--- config.mk ---
export PLATFORM = sky130hd
export DESIGN_NAME = instr_byte_parser
export DESIGN_NICKNAME = d
export VERILOG_FILES = /design/src/rtl/ibp_pkg.sv /design/src/rtl/ibp_classify.sv /design/src/rtl/ibp_seq.sv /design/src/rtl/ibp_fields.sv /design/src/rtl/instr_byte_parser.sv
export SDC_FILE = /design/constraint.sdc
export NUM_CORES = 1
export LEC_CHECK = 0
export ABC_AREA = 1
export BUFFER_PORTS_ARGS = -buffer_cell sky130_fd_sc_hd__buf_2
export CORE_AREA = 2 2 95 88
export CTS_CLUSTER_DIAMETER = 30
export DETAILED_ROUTE_END_ITERATION = 10
export DIE_AREA = 0 0 97 90
export PLACE_DENSITY = 0.59
export RECOVER_POWER = 100
export SLEW_MARGIN = 20
export SYNTH_ARGS = -nofsm -noshare
export SYNTH_HDL_FRONTEND = slang
export SYNTH_SLANG_ARGS = --single-unit
--- constraint.sdc ---
create_clock -name clk -period 2.3 [get_ports clk]
set_clock_uncertainty 0.15 [all_clocks]
set_input_delay 0.23 -clock clk [delete_from_list [all_inputs] [get_ports clk]]
set_output_delay 0.23 -clock clk [all_outputs]
set_load 0.1 [all_outputs]
--- src/rtl/ibp_pkg.sv ---
package ibp_pkg;

   typedef enum logic [1:0] {
      CLS_IMPL  = 2'd0,
      CLS_OPREG = 2'd1,
      CLS_RM    = 2'd2,
      CLS_IMM   = 2'd3
   } ibp_cls_e;

   typedef enum logic [2:0] {
      ST_OPC   = 3'd0,
      ST_MODRM = 3'd1,
      ST_DLO   = 3'd2,
      ST_DHI   = 3'd3,
      ST_ILO   = 3'd4,
      ST_IHI   = 3'd5,
      ST_DONE  = 3'd6
   } ibp_state_e;

   localparam int LEN_W   = 3;
   localparam int FMT_W   = 3;
   localparam int MAX_LEN = 6;

   localparam logic [FMT_W-1:0] FMT_NONE = 3'd0;
   localparam logic [FMT_W-1:0] FMT_ONE  = 3'd1;
   localparam logic [FMT_W-1:0] FMT_RR   = 3'd2;
   localparam logic [FMT_W-1:0] FMT_RM0  = 3'd3;
   localparam logic [FMT_W-1:0] FMT_RMD  = 3'd4;
   localparam logic [FMT_W-1:0] FMT_IR   = 3'd5;
   localparam logic [FMT_W-1:0] FMT_IM   = 3'd6;

   // number of displacement bytes selected by the two mode bits
   function automatic logic [1:0] disp_count(input logic [1:0] mode);
      case (mode)
         2'b01:   disp_count = 2'd1;
         2'b10:   disp_count = 2'd2;
         default: disp_count = 2'd0;
      endcase
   endfunction

   function automatic logic [FMT_W-1:0] fmt_for(input ibp_cls_e c, input logic [1:0] mode);
      case (c)
         CLS_RM: begin
            case (mode)
               2'b11:   fmt_for = FMT_RR;
               2'b00:   fmt_for = FMT_RM0;
               default: fmt_for = FMT_RMD;
            endcase
         end
         CLS_IMM: fmt_for = (mode == 2'b11) ? FMT_IR : FMT_IM;
         default: fmt_for = FMT_ONE;
      endcase
   endfunction

endpackage

--- src/rtl/ibp_classify.sv ---
module ibp_classify
   import ibp_pkg::*;
(
   input  logic [2:0] top_bits,
   input  logic       w_bit,
   output ibp_cls_e   cls,
   output logic       wide
);

   always_comb begin
      case (top_bits)
         3'b000, 3'b001: cls = CLS_RM;
         3'b100, 3'b101: cls = CLS_IMM;
         3'b010:         cls = CLS_OPREG;
         default:        cls = CLS_IMPL;
      endcase
   end

   assign wide = ((cls == CLS_RM) || (cls == CLS_IMM)) ? w_bit : 1'b0;

endmodule

--- src/rtl/ibp_seq.sv ---
module ibp_seq
   import ibp_pkg::*;
(
   input  logic             clk,
   input  logic             rst,
   input  logic             in_valid,
   input  logic [1:0]       mode_in,
   input  ibp_cls_e         cls_in,
   input  logic             wide_in,
   input  logic             rec_ready,
   output logic             in_ready,
   output logic             rec_valid,
   output logic             ld_opc,
   output logic             ld_modrm,
   output logic             ld_dlo,
   output logic             ld_dhi,
   output logic             ld_ilo,
   output logic             ld_ihi,
   output logic [LEN_W-1:0] len_q,
   output logic [FMT_W-1:0] fmt_q,
   output ibp_cls_e         cls_q,
   output logic             wide_q
);

   ibp_state_e st_q, st_d, after_disp;
   logic [1:0] dn_q, dn_now;
   logic       take;
   logic       one_byte_in;

   assign in_ready    = (st_q != ST_DONE);
   assign rec_valid   = (st_q == ST_DONE);
   assign take        = in_valid && in_ready;
   assign dn_now      = disp_count(mode_in);
   assign one_byte_in = (cls_in == CLS_IMPL) || (cls_in == CLS_OPREG);
   assign after_disp  = (cls_q == CLS_IMM) ? ST_ILO : ST_DONE;

   assign ld_opc   = take && (st_q == ST_OPC);
   assign ld_modrm = take && (st_q == ST_MODRM);
   assign ld_dlo   = take && (st_q == ST_DLO);
   assign ld_dhi   = take && (st_q == ST_DHI);
   assign ld_ilo   = take && (st_q == ST_ILO);
   assign ld_ihi   = take && (st_q == ST_IHI);

   always_comb begin
      st_d = st_q;
      case (st_q)
         ST_OPC: begin
            if (take) st_d = one_byte_in ? ST_DONE : ST_MODRM;
         end
         ST_MODRM: begin
            if (take) begin
               if (dn_now != 2'd0)       st_d = ST_DLO;
               else if (cls_q == CLS_IMM) st_d = ST_ILO;
               else                       st_d = ST_DONE;
            end
         end
         ST_DLO: begin
            if (take) st_d = (dn_q == 2'd2) ? ST_DHI : after_disp;
         end
         ST_DHI: begin
            if (take) st_d = after_disp;
         end
         ST_ILO: begin
            if (take) st_d = wide_q ? ST_IHI : ST_DONE;
         end
         ST_IHI: begin
            if (take) st_d = ST_DONE;
         end
         ST_DONE: begin
            if (rec_ready) st_d = ST_OPC;
         end
         default: st_d = ST_OPC;
      endcase
   end

   always_ff @(posedge clk) begin
      if (rst) begin
         st_q   <= ST_OPC;
         len_q  <= '0;
         fmt_q  <= FMT_NONE;
         cls_q  <= CLS_IMPL;
         wide_q <= 1'b0;
         dn_q   <= 2'd0;
      end else begin
         st_q <= st_d;
         if (ld_opc) begin
            len_q  <= LEN_W'(1);
            cls_q  <= cls_in;
            wide_q <= wide_in;
            fmt_q  <= FMT_ONE;
            dn_q   <= 2'd0;
         end else if (take) begin
            len_q <= len_q + LEN_W'(1);
         end
         if (ld_modrm) begin
            dn_q  <= dn_now;
            fmt_q <= fmt_for(cls_q, mode_in);
         end
      end
   end

endmodule

--- src/rtl/ibp_fields.sv ---
module ibp_fields #(
   parameter int BYTE_W        = 8,
   parameter int SIGN_EXT_DISP = 1
) (
   input  logic                clk,
   input  logic                rst,
   input  logic [BYTE_W-1:0]   in_byte,
   input  logic                ld_opc,
   input  logic                ld_modrm,
   input  logic                ld_dlo,
   input  logic                ld_dhi,
   input  logic                ld_ilo,
   input  logic                ld_ihi,
   output logic [BYTE_W-1:0]   opcode_q,
   output logic [BYTE_W-1:0]   modrm_q,
   output logic [2*BYTE_W-1:0] disp_q,
   output logic [2*BYTE_W-1:0] imm_q
);

   localparam int WORD_W = 2 * BYTE_W;

   logic [BYTE_W-1:0] disp_fill;

   // upper half written when a lone displacement byte arrives
   generate
      if (SIGN_EXT_DISP != 0) begin : g_sext
         assign disp_fill = {BYTE_W{in_byte[BYTE_W-1]}};
      end else begin : g_zext
         assign disp_fill = '0;
      end
   endgenerate

   always_ff @(posedge clk) begin
      if (rst) begin
         opcode_q <= '0;
         modrm_q  <= '0;
         disp_q   <= '0;
         imm_q    <= '0;
      end else begin
         if (ld_opc) begin
            opcode_q <= in_byte;
            modrm_q  <= '0;
            disp_q   <= '0;
            imm_q    <= '0;
         end
         if (ld_modrm) modrm_q <= in_byte;
         if (ld_dlo)   disp_q  <= {disp_fill, in_byte};
         if (ld_dhi)   disp_q[WORD_W-1:BYTE_W] <= in_byte;
         if (ld_ilo)   imm_q   <= {{BYTE_W{1'b0}}, in_byte};
         if (ld_ihi)   imm_q[WORD_W-1:BYTE_W]  <= in_byte;
      end
   end

endmodule

--- src/rtl/instr_byte_parser.sv ---
module instr_byte_parser
   import ibp_pkg::*;
#(
   parameter int BYTE_W        = 8,
   parameter int W_BIT         = 0,
   parameter int SIGN_EXT_DISP = 1
) (
   input  logic                clk,
   input  logic                rst,
   input  logic                in_valid,
   output logic                in_ready,
   input  logic [BYTE_W-1:0]   in_byte,
   output logic                rec_valid,
   input  logic                rec_ready,
   output logic [2:0]          rec_fmt,
   output logic [2:0]          rec_len,
   output logic [BYTE_W-1:0]   rec_opcode,
   output logic [BYTE_W-1:0]   rec_modrm,
   output logic [2*BYTE_W-1:0] rec_disp,
   output logic [2*BYTE_W-1:0] rec_imm,
   output logic                rec_wide,
   output logic                rec_opreg_en,
   output logic [2:0]          rec_opreg
);

   localparam int TOP_LSB  = BYTE_W - 3;
   localparam int MODE_LSB = BYTE_W - 2;

   initial begin
      if (BYTE_W < 4)
         $fatal(1, "instr_byte_parser: BYTE_W must be at least 4");
      if (W_BIT < 0 || W_BIT >= TOP_LSB)
         $fatal(1, "instr_byte_parser: W_BIT must lie below the class bits");
      if (SIGN_EXT_DISP != 0 && SIGN_EXT_DISP != 1)
         $fatal(1, "instr_byte_parser: SIGN_EXT_DISP must be 0 or 1");
      if (MAX_LEN >= (1 << LEN_W))
         $fatal(1, "instr_byte_parser: length field too narrow");
   end

   ibp_cls_e cls_in, cls_q;
   logic     wide_in, wide_q;
   logic     ld_opc, ld_modrm, ld_dlo, ld_dhi, ld_ilo, ld_ihi;
   logic [LEN_W-1:0] len_q;
   logic [FMT_W-1:0] fmt_q;
   logic [BYTE_W-1:0] opcode_q;

   ibp_classify u_cls (
      .top_bits (in_byte[BYTE_W-1:TOP_LSB]),
      .w_bit    (in_byte[W_BIT]),
      .cls      (cls_in),
      .wide     (wide_in)
   );

   ibp_seq u_seq (
      .clk       (clk),
      .rst       (rst),
      .in_valid  (in_valid),
      .mode_in   (in_byte[BYTE_W-1:MODE_LSB]),
      .cls_in    (cls_in),
      .wide_in   (wide_in),
      .rec_ready (rec_ready),
      .in_ready  (in_ready),
      .rec_valid (rec_valid),
      .ld_opc    (ld_opc),
      .ld_modrm  (ld_modrm),
      .ld_dlo    (ld_dlo),
      .ld_dhi    (ld_dhi),
      .ld_ilo    (ld_ilo),
      .ld_ihi    (ld_ihi),
      .len_q     (len_q),
      .fmt_q     (fmt_q),
      .cls_q     (cls_q),
      .wide_q    (wide_q)
   );

   ibp_fields #(
      .BYTE_W        (BYTE_W),
      .SIGN_EXT_DISP (SIGN_EXT_DISP)
   ) u_fld (
      .clk      (clk),
      .rst      (rst),
      .in_byte  (in_byte),
      .ld_opc   (ld_opc),
      .ld_modrm (ld_modrm),
      .ld_dlo   (ld_dlo),
      .ld_dhi   (ld_dhi),
      .ld_ilo   (ld_ilo),
      .ld_ihi   (ld_ihi),
      .opcode_q (opcode_q),
      .modrm_q  (rec_modrm),
      .disp_q   (rec_disp),
      .imm_q    (rec_imm)
   );

   assign rec_fmt      = fmt_q;
   assign rec_len      = len_q;
   assign rec_opcode   = opcode_q;
   assign rec_wide     = wide_q;
   assign rec_opreg_en = (cls_q == CLS_OPREG);
   assign rec_opreg    = opcode_q[2:0];

endmodule

==> impl_metrics.tcl <==
set metrics [dict create \
    hold-path-cell-count 3 \
    netlist_area_um2 2641 \
    clkTransAtPathRegs_ns 0.07 \
    grt_use_total_pct 16.47 \
    p_int_mw 1.995 \
    r2r_start "u_seq.st_q[1]$_SDFFE_PP0P_" \
    worstHoldStart "in_byte[4]" \
    post_cts_buffers 0 \
    area_delta_synth_final_pct 20.75 \
    dp_cells 500 \
    detail-route-antenna-nets 0 \
    hold_path.class "in -> reg" \
    cts_sinks 62 \
    cp-end-kind "output port" \
    final_common_cell "nand2_1" \
    nets 429 \
    setup_violations 0 \
    finalWeightedCongestion 0.8496 \
    crit_slowest_cell "dfxtp_1" \
    dr.pass1.iters 4 \
    vias 2524 \
    htreeDepth 3 \
    worst_ep_arrival_time_ns 1.64 \
    grt_pass1_wl_um 11610 \
    cts-root-buf "clkbuf_8" \
    yosysUniqueCellTypes 28 \
    switchingPower_mw 1.283 \
    start_kind "flip-flop" \
    tritoncts "built" \
    reg2reg_to "u_fld.disp_q[13]$_SDFFE_PP0P_" \
    path_class "reg -> out" \
    critPathTopFamily "buffers and inverters" \
    p_clk_share_pct 36.0 \
    fmax_ghz 0.4948 \
    clk_path_buf_depth 2 \
    fin_setup_tns_ns 0 \
    combPwrFrac_pct 27.3 \
    cp.required_ns 1.92 \
    synth-seq-area-share_pct 46.99 \
    grt_overflow 0 \
    clk_latency_ns 0.33 \
    vdd_drop_max_mv 0.6034 \
    synth_nets 363 \
    path_max_fanout 13 \
    num_antenna_cells 0 \
    io_buffer_count 72 \
    postSynthCellCount 346 \
    numCtsBuffers 9 \
    relSlewSlack_pct 19.87 \
    drt_iter0_markers 197 \
    ys_warn_count 0 \
    dpl.hpwl_um 4989 \
    antenna_found_initial 0 \
    mostFrequentLayoutCells "nand2_1 (88), dfxtp_1 (62), a21oi_1 (58), clkbuf_1 (58), nand3_1 (26)" \
    via_per_inst 4.891 \
    seqPwrFrac_pct 36.7 \
    reg2reg_setup_slack_ns 0.29 \
    start_util_pct 33.88 \
    grt_max_degree 47 \
    die_area_um2 8730 \
    worst_pin_slew_ns 1.207 \
    path_buf_inv 2 \
    finalCriticalPeriod_ns 2.021 \
    slowest_delay_ns 0.57 \
    leakage_nw 1.186 \
    die_w_um 97 \
    crit_chain "inv_2, nand3_4, clkbuf_2" \
    wl_um 7127 \
    min_to "u_fld.imm_q[4]$_SDFFE_PP0P_" \
    drc 0 \
    core-area_um2 7796 \
    dieHeight_um 90 \
    grt_pass1_vias 2318 \
    ctsHoldBuffers 0 \
    io_pins 73 \
    switching_share_pct 39.14 \
    synth_area_per_cell_um2 7.634 \
    ys_seq_elements 62 \
    finalHoldViolations 0 \
    cap_violations 0 \
    rsz0062_at_grt "no" \
    fin_crit_sh_pct 87.88 \
    cts_resized 0 \
    report.final.slew_viol_count 0 \
    status "completed" \
    drive_above_1_share_pct 11.51 \
    powerDensity_nw_per_um2 1028 \
    routedWlPerCell_um 13.81 \
    instances_no_fill 516 \
    ff2ff_path_depth 8 \
    rows 31 \
]
[flip-flops by register name, indices dropped and copies added (netlist names)]
signal and count:
u_seq.wide_q 1, u_fld.disp_q 16, u_seq.len_q 3, u_seq.fmt_q 3
u_fld.imm_q 16, u_fld.opcode_q 8, u_seq.st_q 3, u_seq.cls_q 2
u_fld.modrm_q 8, u_seq.dn_q 2
[routing by layer]
metal / vias to the layer above / track usage, % / routed length, um
li1: 1276 / - / -
met1: 1155 / 23.40 / 3447
met2: 83 / 24.31 / 3055
met3: 10 / 3.966 / 527
met4: 0 / 5.751 / 97
met5: - / 0 / 0
[Yosys cell counts]
library cell / count / area, um2
nand2_1: 87 / 326.6
dfxtp_1: 62 / 1241
a21oi_1: 58 / 290.3
nand3_1: 27 / 135.1
nor2_1: 18 / 67.56
inv_1: 17 / 63.81
o21ai_0: 17 / 85.08
nand4_1: 8 / 50.05
clkbuf_1: 7 / 26.28
inv_2: 6 / 22.52
buf_6: 5 / 56.30
ha_1: 5 / 62.56
buf_4: 4 / 30.03
nand2_2: 4 / 25.02
buf_2: 3 / 15.01
nor2_2: 3 / 18.77
nor2_4: 3 / 33.78
o21bai_1: 2 / 15.01
a31oi_1: 1 / 6.260
buf_1: 1 / 3.750
nand2_4: 1 / 11.26
nand3b_1: 1 / 7.510
nor3_1: 1 / 5.000
nor3_4: 1 / 16.27
o211ai_1: 1 / 7.510
o21ai_1: 1 / 5.000
o31ai_1: 1 / 7.510
or2_2: 1 / 6.260
[power groups by stage]
stage                     registers (mW)  logic, mW  clock network (mW)
after detailed placement            1.23      0.919                   0
final                               1.20      0.894                1.18
after global routing                1.22      0.949                1.25
after global placement              1.23      0.916                   0
after CTS                           1.20      0.921                1.19
after floorplan                     1.62      0.389                   0
[worst reg2reg max path: stages, from the launching register on]
cell     delay, ns
dfxtp_1       0.45
inv_1         0.19
nand2_1       0.13
nor2_1        0.28
nand2_4       0.21
nand2_2       0.19
nand2_2       0.12
a21oi_1       0.15
nor2_1        0.05
[stage by stage]
| step | total power [mW] | instance area, um2 | hold WS (ns) | setup slack (ns) | util [%] |
|---|---|---|---|---|---|
| final | 3.277 | 3189 | 0.07539 | 0.2789 | 40.91 |
| after global routing | 3.418 | 3189 | 0.06377 | 0.1345 | 40.91 |
| after CTS | 3.318 | 3277 | 0.06471 | 0.2879 | 42.03 |
| after detailed placement | 2.145 | 3033 | 0.3027 | 0.3904 | 38.90 |
| after global placement | 2.142 | 3033 | 0.2970 | 0.4725 | 38.90 |
| after floorplan | 2.012 | 2658 | 0.2149 | 0.1840 | - |
[worst max path at each step]
stage	depth (start not counted)	end	startpoint	slack (ns)
global placement	9	u_seq.dn_q[1]$_SDFFE_PP0P_	u_seq.st_q[0]$_SDFFE_PP0P_	0.47
CTS	3	in_ready	u_seq.st_q[0]$_SDFFE_PP0P_	0.29
global route	7	u_fld.opcode_q[1]$_SDFFE_PP0P_	u_seq.st_q[1]$_SDFFE_PP0P_	0.13
finish	3	in_ready	u_seq.st_q[0]$_SDFFE_PP0P_	0.28
detailed placement	9	u_seq.dn_q[1]$_SDFFE_PP0P_	u_seq.st_q[0]$_SDFFE_PP0P_	0.39
floorplan	8	u_seq.len_q[0]$_SDFFE_PP0P_	u_seq.st_q[0]$_SDFFE_PP0P_	0.18
[final cells by class]
class,instances,area [um2]
multi-input cells,241,1180
inverters,23,90.09
flip-flops and latches,62,1241
well taps,99,123.9
clock inverters,7,120.1
clock buffers,9,123.9
fillers,830,4607
repair buffers,75,310.3
[kinds of logic after synthesis]
| family | count (synthesis) | synth area share [%] |
|---|---|---|
| AOI/OAI and AO/OA | 81 | 15.77 |
| adders and majority gates | 5 | 2.369 |
| buffers and inverters | 43 | 8.242 |
| DFF | 62 | 46.99 |
| and+or+nand+nor | 155 | 26.62 |
Power figures use the tool's default switching activity.
